$ cat src/rtl/cec_rb_pkg.sv
package cec_rb_pkg;

   // host register offsets
   localparam logic [7:0] OFS_CTL  = 8'h00;
   localparam logic [7:0] OFS_CMD  = 8'h04;
   localparam logic [7:0] OFS_MASK = 8'h08;
   localparam logic [7:0] OFS_CLR  = 8'h0C;
   localparam logic [7:0] OFS_STAT = 8'h10;

   // interrupt source positions
   localparam int IRQ_W      = 3;
   localparam int IRQ_TX_POS = 1;
   localparam int IRQ_RX_POS = 2;
   localparam logic [IRQ_W-1:0] IRQ_VALID = 3'b110;

   // packed command word, most significant field first
   typedef struct packed {
      logic [7:0] rd_byte;
      logic       busy;
      logic [5:0] rsvd;
      logic       wr_flag;
      logic [7:0] wr_byte;
      logic [7:0] addr;
   } cmd_word_t;

endpackage

$ cat src/rtl/cec_rb_store.sv
module cec_rb_store #(
   parameter int ADDR_W   = 8,
   parameter int DATA_W   = 8,
   parameter bit CLR_INIT = 1'b1
) (
   input  logic              clk,
   input  logic              rst_n,
   input  logic              req,
   input  logic              req_wr,
   input  logic [ADDR_W-1:0] req_addr,
   input  logic [DATA_W-1:0] req_wdata,
   output logic              ack,
   output logic [DATA_W-1:0] ack_rdata
);
   localparam int DEPTH = 1 << ADDR_W;

   logic [DATA_W-1:0] mem [DEPTH];

   always_ff @(posedge clk or negedge rst_n) begin
      if (!rst_n) begin
         ack       <= 1'b0;
         ack_rdata <= '0;
      end else begin
         ack <= req;
         if (req && !req_wr) ack_rdata <= mem[req_addr];
      end
   end

   generate
      if (CLR_INIT) begin : g_mem_rst
         always_ff @(posedge clk or negedge rst_n) begin
            if (!rst_n) begin
               for (int i = 0; i < DEPTH; i++) mem[i] <= '0;
            end else if (req && req_wr) begin
               mem[req_addr] <= req_wdata;
            end
         end
      end else begin : g_mem_plain
         always_ff @(posedge clk) begin
            if (req && req_wr) mem[req_addr] <= req_wdata;
         end
      end
   endgenerate

endmodule

$ cat src/rtl/cec_rb_cmd.sv
module cec_rb_cmd #(
   parameter int ADDR_W = 8,
   parameter int DATA_W = 8,
   parameter int LAT    = 4
) (
   input  logic              clk,
   input  logic              rst_n,
   input  logic              cmd_wr,
   input  logic [ADDR_W-1:0] cmd_addr,
   input  logic [DATA_W-1:0] cmd_byte,
   input  logic              cmd_we,
   output logic              busy,
   output logic [ADDR_W-1:0] addr_q,
   output logic [DATA_W-1:0] byte_q,
   output logic              we_q,
   output logic [DATA_W-1:0] rd_q,
   output logic              st_req,
   input  logic              st_ack,
   input  logic [DATA_W-1:0] st_rdata
);
   localparam int CW = $clog2(LAT + 1);

   logic [CW-1:0] cnt;

   // request one cycle before the handshake finishes the window
   assign st_req = busy && (cnt == CW'(1));

   always_ff @(posedge clk or negedge rst_n) begin
      if (!rst_n) begin
         busy   <= 1'b0;
         cnt    <= '0;
         addr_q <= '0;
         byte_q <= '0;
         we_q   <= 1'b0;
         rd_q   <= '0;
      end else if (cmd_wr && !busy) begin
         busy   <= 1'b1;
         cnt    <= CW'(LAT - 1);
         addr_q <= cmd_addr;
         byte_q <= cmd_byte;
         we_q   <= cmd_we;
      end else if (busy) begin
         if (cnt != '0) cnt <= cnt - CW'(1);
         if (st_ack) begin
            busy <= 1'b0;
            if (!we_q) rd_q <= st_rdata;
         end
      end
   end

endmodule

$ cat src/rtl/cec_rb_irq.sv
module cec_rb_irq
   import cec_rb_pkg::*;
(
   input  logic             clk,
   input  logic             rst_n,
   input  logic             ev_tx,
   input  logic             ev_rx,
   input  logic             mask_wr,
   input  logic             clr_wr,
   input  logic [IRQ_W-1:0] wbits,
   output logic [IRQ_W-1:0] mask_q,
   output logic [IRQ_W-1:0] stat_q,
   output logic             irq
);
   logic [IRQ_W-1:0] set_v;
   logic [IRQ_W-1:0] clr_v;

   always_comb begin
      set_v             = '0;
      set_v[IRQ_TX_POS] = ev_tx;
      set_v[IRQ_RX_POS] = ev_rx;
      clr_v             = clr_wr ? (wbits & IRQ_VALID) : '0;
   end

   always_ff @(posedge clk or negedge rst_n) begin
      if (!rst_n) begin
         mask_q <= '0;
         stat_q <= '0;
      end else begin
         if (mask_wr) mask_q <= wbits & IRQ_VALID;
         stat_q <= (stat_q & ~clr_v) | set_v;
      end
   end

   assign irq = |(stat_q & mask_q);

endmodule

$ cat src/rtl/cec_regbridge.sv
module cec_regbridge
   import cec_rb_pkg::*;
#(
   parameter int HOST_AW  = 8,
   parameter int ADDR_W   = 8,
   parameter int DATA_W   = 8,
   parameter int LAT      = 4,
   parameter bit CLR_INIT = 1'b1
) (
   input  logic               clk,
   input  logic               rst_n,
   input  logic               host_wr,
   input  logic [HOST_AW-1:0] host_addr,
   input  logic [31:0]        host_wdata,
   output logic [31:0]        host_rdata,
   input  logic               ev_tx_done,
   input  logic               ev_rx_done,
   output logic               irq,
   output logic               ctl_soft_reset,
   output logic [1:0]         ctl_clk_mode
);
   generate
      if (LAT < 2) begin : g_bad_lat
         $error("cec_regbridge: LAT must be at least 2");
      end
      if (ADDR_W < 1 || ADDR_W > 8) begin : g_bad_aw
         $error("cec_regbridge: ADDR_W must be 1..8");
      end
      if (DATA_W != 8) begin : g_bad_dw
         $error("cec_regbridge: DATA_W must be 8 for the packed word");
      end
      if (HOST_AW < 5) begin : g_bad_haw
         $error("cec_regbridge: HOST_AW must reach offset 0x10");
      end
   endgenerate

   logic ctl_hit, cmd_hit, mask_hit, clr_hit;

   assign ctl_hit  = host_wr && (host_addr == HOST_AW'(OFS_CTL));
   assign cmd_hit  = host_wr && (host_addr == HOST_AW'(OFS_CMD));
   assign mask_hit = host_wr && (host_addr == HOST_AW'(OFS_MASK));
   assign clr_hit  = host_wr && (host_addr == HOST_AW'(OFS_CLR));

   // general control word
   logic [2:0] ctl_q;
   always_ff @(posedge clk or negedge rst_n) begin
      if (!rst_n)       ctl_q <= '0;
      else if (ctl_hit) ctl_q <= host_wdata[2:0];
   end
   assign ctl_soft_reset = ctl_q[0];
   assign ctl_clk_mode   = ctl_q[2:1];

   // command engine and internal store
   logic              cmd_busy, we_field, st_req, st_ack;
   logic [ADDR_W-1:0] addr_field;
   logic [DATA_W-1:0] byte_field, rd_field, st_rdata;

   cec_rb_cmd #(.ADDR_W(ADDR_W), .DATA_W(DATA_W), .LAT(LAT)) u_cmd (
      .clk      (clk),
      .rst_n    (rst_n),
      .cmd_wr   (cmd_hit),
      .cmd_addr (host_wdata[ADDR_W-1:0]),
      .cmd_byte (host_wdata[15:8]),
      .cmd_we   (host_wdata[16]),
      .busy     (cmd_busy),
      .addr_q   (addr_field),
      .byte_q   (byte_field),
      .we_q     (we_field),
      .rd_q     (rd_field),
      .st_req   (st_req),
      .st_ack   (st_ack),
      .st_rdata (st_rdata)
   );

   cec_rb_store #(.ADDR_W(ADDR_W), .DATA_W(DATA_W), .CLR_INIT(CLR_INIT)) u_store (
      .clk       (clk),
      .rst_n     (rst_n),
      .req       (st_req),
      .req_wr    (we_field),
      .req_addr  (addr_field),
      .req_wdata (byte_field),
      .ack       (st_ack),
      .ack_rdata (st_rdata)
   );

   // interrupt group
   logic [IRQ_W-1:0] mask_q, stat_q;

   cec_rb_irq u_irq (
      .clk     (clk),
      .rst_n   (rst_n),
      .ev_tx   (ev_tx_done),
      .ev_rx   (ev_rx_done),
      .mask_wr (mask_hit),
      .clr_wr  (clr_hit),
      .wbits   (host_wdata[IRQ_W-1:0]),
      .mask_q  (mask_q),
      .stat_q  (stat_q),
      .irq     (irq)
   );

   // host read mux
   cmd_word_t cmd_view;
   always_comb begin
      cmd_view         = '0;
      cmd_view.rd_byte = rd_field;
      cmd_view.busy    = cmd_busy;
      cmd_view.wr_flag = we_field;
      cmd_view.wr_byte = byte_field;
      cmd_view.addr    = 8'(addr_field);
   end

   always_comb begin
      host_rdata = '0;
      if (host_addr == HOST_AW'(OFS_CTL))       host_rdata = {29'b0, ctl_q};
      else if (host_addr == HOST_AW'(OFS_CMD))  host_rdata = cmd_view;
      else if (host_addr == HOST_AW'(OFS_MASK)) host_rdata = {{(32-IRQ_W){1'b0}}, mask_q};
      else if (host_addr == HOST_AW'(OFS_STAT)) host_rdata = {{(32-IRQ_W){1'b0}}, stat_q};
   end

endmodule

$ cat config.mk
export PLATFORM = sky130hd
export DESIGN_NAME = cec_regbridge
export DESIGN_NICKNAME = d
export VERILOG_FILES = /design/src/rtl/cec_rb_pkg.sv /design/src/rtl/cec_rb_store.sv /design/src/rtl/cec_rb_cmd.sv /design/src/rtl/cec_rb_irq.sv /design/src/rtl/cec_regbridge.sv
export SDC_FILE = /design/constraint.sdc
export NUM_CORES = 2
export LEC_CHECK = 0
export BUFFER_PORTS_ARGS = -buffer_cell sky130_fd_sc_hd__clkbuf_2
export CORE_UTILIZATION = 50
export DETAILED_ROUTE_END_ITERATION = 10
export PLACE_DENSITY = 0.67
export SYNTH_ARGS = -nofsm -noshare
export SYNTH_HDL_FRONTEND = slang
export SYNTH_SLANG_ARGS = --single-unit
export TNS_END_PERCENT = 1
$ cat constraint.sdc
create_clock -name clk -period 4.1 [get_ports clk]
set_input_delay 0 -clock clk [delete_from_list [all_inputs] [get_ports clk]]
set_output_delay 0 -clock clk [all_outputs]
set_load 0.05 [all_outputs]
==> results.txt <==
----------------------------------------------------
[Outcome]
  Run status ... finished, violations left
  Violated checks ... negative setup slack

[CTS]
  Reg clk slew, reported paths ... ~0.060 ns
  TritonCTS clock tree ... yes
  Insertion delay to the later sink of the worst-skew pair ... slightly above 0.9 ns
  Deepest level of the CTS H-tree ... 4
  Clock root buffer ... sky130_fd_sc_hd__clkbuf_16
  Number of clock sinks seen by CTS ... approximately 2,100
  TritonCTS buffer count ... roughly 220
  Buffers from clock root to sink, at most ... 3
  Count of buffers added by post-CTS timing repair for setup ... 0

[Setup path]
  Kind of critical path ... flip-flop to flip-flop
  Critical path startpoint category ... flip-flop
  Max stage delay cell, worst path ... sky130_fd_sc_hd__dfrtp_4
  Data required time of the worst path ... between 4 and 5 ns
  Worst R2R Setup Slack ... -0.14 ns
  Largest stage delay, worst path ... 0.95 ns
  Gate family responsible for the most delay along the worst path ... compound AO/OA/AOI/OAI gates
  Arr. time, crit path ... 5.01 ns
  CP bufs+invs ... 1
  Max Fanout on Critical Path ... 39
  Category of the worst setup path capture point ... flip-flop
  R2r endpoint ... u_store.ack_rdata[5]$_DFFE_PN0P_
  Cell depth of the worst flop-to-flop path ... 7
  Critical register-to-register path startpoint ... u_cmd.addr_q[1]$_DFFE_PN0P_
  Cell breakdown of the critical path ... buf_12 > mux4_2 > a22oi_1 > a21oi_1 > o21ai_0 > nand4_1 > o32a_1

[Synthesis]
  Simple-Gate Fraction of Synth Area ... 0.03154
  Number of synthesized register bits ... roughly 2,100
  Synthesized netlist cell count ... approximately 6,200
  Cell with the most instances after synthesis ... sky130_fd_sc_hd__mux2_2
  Flip-flop cell with the highest count after synthesis ... sky130_fd_sc_hd__dfrtp_1
  Number of library cell types mapped by synthesis ... 66
  Sequential area share after synthesis ... 0.5462
  Synth top cells by count ... sky130_fd_sc_hd__mux2_2, sky130_fd_sc_hd__dfrtp_1, sky130_fd_sc_hd__mux4_2
  Mean Syn Cell Area ... 15.45 µm²
  Warnings from Yosys ... 0
  Share of synthesized cell area in full adder, half adder and majority cells ... 0.0003914
  Post-synthesis cell type with the largest combined area ... sky130_fd_sc_hd__dfrtp_1
  Complex-gate fraction of the synthesized area ... 0.02065
  Area of the mapped netlist ... around 96,000 µm²
  Cells taking the most area after synthesis ... sky130_fd_sc_hd__dfrtp_1, sky130_fd_sc_hd__mux2_2, sky130_fd_sc_hd__mux4_2
  Count of flip-flops with a built-in enable after synthesis ... 0
  FFs w/ async S/R, synth ... 1.000
  Area share of the largest cell type after synthesis ... 0.5462
  Dominant combinational cell family by area after synthesis ... multiplexers
  Area share of xor/xnor cells in the synthesized design ... 0.00009133
  Proportion of synthesized area in mux cells ... 0.3780

[Global route]
  GRT Util Overall ... 0.2879
  First-pass GRT wire length ... 410,100 µm
  Pin count of the biggest net entering global routing ... 170
  Total congestion overflow after global routing ... 0
  Vias in the first global route ... about 60,000
  Antenna violations before repair ... 9

[Detailed routing]
  Via/cell ratio ... 6.285
  Starting DRC count in detailed routing ... approximately 5,000
  Number of detailed-routing iterations run before antenna repair ... 6
  Routed len/inst ... between 30 and 40 µm
  Number of nets with antenna violations after detailed routing ... 0
  Total wire length after detailed routing ... ~270,000 µm
  DRC errors left ... 0
  Via total after detailed routing ... around 57,000

[Timing]
  Max Clock Freq ... 0.2360 GHz
  Headroom to the max-slew limit ... 0.1656
  Maximum clock skew at final layout ... just over 0.06 ns
  Final-report max-slew violation count ... 0
  Hold_ws ... around 0.037 ns
  Final worst-path cycle share ... 1.034
  Number of setup violations in the final report ... 1
  Final critical-path setup slack ... -0.1381 ns
  Unrepaired setup endpoints after global routing ... no
  Measured slew at the worst slew-check pin ... around 1.3 ns
  Clock period minus final worst setup slack ... approximately 4.2 ns
  Final hold violation count ... 0

[Die]
  DIE WIDTH ... roughly 440 µm
  Die Area ... between 150,000 and 200,000 µm²
  Number of standard-cell rows in the floorplan ... 160
  Placeable core area ... about 190,000 µm²
  Initial cell density of the core ... 0.5037
  Die Y-Extent ... 439.9 µm
  Top-Level Pins ... 81

[Run]
  Max capacitance violation total ... 0

[Worst hold path]
  Kind of path behind the tightest hold check ... primary input to flip-flop
  Hold worst-path end ... u_cmd.addr_q[2]$_DFFE_PN0P_
  Hold path depth ... 3
  Hold path startpoint ... host_wdata[2]

[Power and ir drop]
  Worst supply voltage drop on vdd ... 0.3631 mV
  P per Cell Area ... around 400 nW/µm²
  Leakage power total ... 0.05077 µW

[Cells and area]
  Fraction of final layout cells sized beyond drive strength 1 ... 0.5265
  Register Area ... ~52,000 µm²
  Filler Cells Inserted ... approximately 15,000
  Area growth from synthesis to layout ... 12.89%
  Number of nets at the end of the flow ... between 6,000 and 7,000
  Multi-input gate area ... between 40,000 and 50,000 µm²

[Placement]
  Half-perimeter wire length of the detailed placement result ... 180,200 µm
  Number of buffers inserted by port buffering ... 59
  Global placement routability congestion ... around 0.97
  Setup slack at placement ... ~0.23 ns

----------------------------------------------------
[flip-flops by register name, summed over array words and instances (netlist names)]
signal             flops
u_store.mem         2048
u_cmd.addr_q           8
u_cmd.byte_q           8
u_cmd.rd_q             8
u_store.ack_rdata      8
ctl_q                  3
u_cmd.cnt              3
u_irq.mask_q           2
u_irq.stat_q           2
u_cmd.busy             1
u_cmd.we_q             1
u_store.ack            1
[layout by cell type (no fill, tap or decap), types with 15 or more instances in the layout]
cell,count
sky130_fd_sc_hd__mux2i_1,178
sky130_fd_sc_hd__nand2_1,210
sky130_fd_sc_hd__and3_1,29
sky130_fd_sc_hd__dlygate4sd3_1,52
sky130_fd_sc_hd__o21ai_0,34
sky130_fd_sc_hd__o22ai_1,40
sky130_fd_sc_hd__nor2_1,65
sky130_fd_sc_hd__mux4_2,480
sky130_fd_sc_hd__a22o_1,18
sky130_fd_sc_hd__clkbuf_16,215
sky130_fd_sc_hd__buf_12,55
sky130_fd_sc_hd__nor3_1,17
sky130_fd_sc_hd__a211oi_1,24
sky130_fd_sc_hd__mux2_2,2101
sky130_fd_sc_hd__a21oi_1,32
sky130_fd_sc_hd__nor3_2,15
sky130_fd_sc_hd__a22oi_1,70
sky130_fd_sc_hd__buf_4,267
sky130_fd_sc_hd__nand4_1,22
sky130_fd_sc_hd__nor2b_1,19
sky130_fd_sc_hd__dfrtp_1,2080
sky130_fd_sc_hd__clkbuf_1,63
sky130_fd_sc_hd__nand3_1,44
sky130_fd_sc_hd__nor2_2,118
sky130_fd_sc_hd__nand2b_1,17
sky130_fd_sc_hd__clkinv_2,33
sky130_fd_sc_hd__clkbuf_2,58
sky130_fd_sc_hd__clkbuf_8,53
[through the flow]
stage / instances / util / instance area, µm² / TNS, ns / total power (µW)
floorplan: 6213 / - / 95910 / 0 / 21990
global placement: 8637 / 0.5273 / 100400 / 0 / 23060
detailed placement: 8637 / 0.5273 / 100400 / 0 / 23090
CTS: 9088 / 0.5686 / 108200 / 0 / 43060
global route: 9089 / 0.5686 / 108300 / 0 / 44020
finish: 9092 / 0.5686 / 108300 / -0.1381 / 42770
[layout make-up]
class | instances | area share
Inverter | 6 | 0.0002080
Tap cell | 2511 | 0.02902
Sequential cell | 2093 | 0.4842
Clock buffer | 331 | 0.05862
Clock inverter | 67 | 0.009015
Antenna cell | 4 | 0.00009246
Timing Repair Buffer | 432 | 0.03617
Multi-Input combinational cell | 3648 | 0.3826
[report_power, final]
group          switching, µW  internal (µW)  total, µW
combinational           1370            519       1890
clock                   8580          11400      20000
sequential               150          20700      20900
[layer usage]
metal	vias up	part of all wire	GRT usage
li1	23560	-	-
met1	31160	0.43	0.4098
met2	1921	0.46	0.4384
met3	498	0.068	0.05580
met4	2	0.040	0.1109
met5	-	0.000062	0
[cell families after synthesis]
kind of cell / count (synthesis)
buffers and inverters: 472
AOI/OAI and AO/OA: 281
DFF: 2093
xor gates and xnor gates: 1
other: 1
adders and majority gates: 3
and+or+nand+nor: 598
muxes: 2759
[worst reg2reg max path: cells and delay by family, from the launching register on]
| kind | cells | cell delay (ns) |
|---|---|---|
| AO/OA/AOI/OAI | 4 | 1.77 |
| buffers and inverters | 1 | 0.37 |
| flip-flops | 1 | 0.95 |
| multiplexers | 1 | 0.46 |
| AND/OR/NAND/NOR | 1 | 0.55 |
[how the worst max path moves through the flow]
stage	startpoint	endpoint	cells after the start
after floorplan	u_cmd.addr_q[0]$_DFFE_PN0P_	host_rdata[0]	9
after global placement	u_cmd.addr_q[0]$_DFFE_PN0P_	u_store.ack_rdata[3]$_DFFE_PN0P_	9
after detailed placement	u_cmd.addr_q[0]$_DFFE_PN0P_	u_store.ack_rdata[3]$_DFFE_PN0P_	9
after CTS	u_cmd.addr_q[0]$_DFFE_PN0P_	u_store.ack_rdata[3]$_DFFE_PN0P_	9
after global routing	u_cmd.addr_q[1]$_DFFE_PN0P_	u_store.ack_rdata[5]$_DFFE_PN0P_	7
final	u_cmd.addr_q[1]$_DFFE_PN0P_	u_store.ack_rdata[5]$_DFFE_PN0P_	7
[repair_timing]
action / CTS / global route
hold endpoints to repair: 1458 / 0
resized for setup: 0 / 1
hold buffers: 53 / 0
endpoints found under the setup margin: 0 / 1
(Power assumes the default switching activity.)
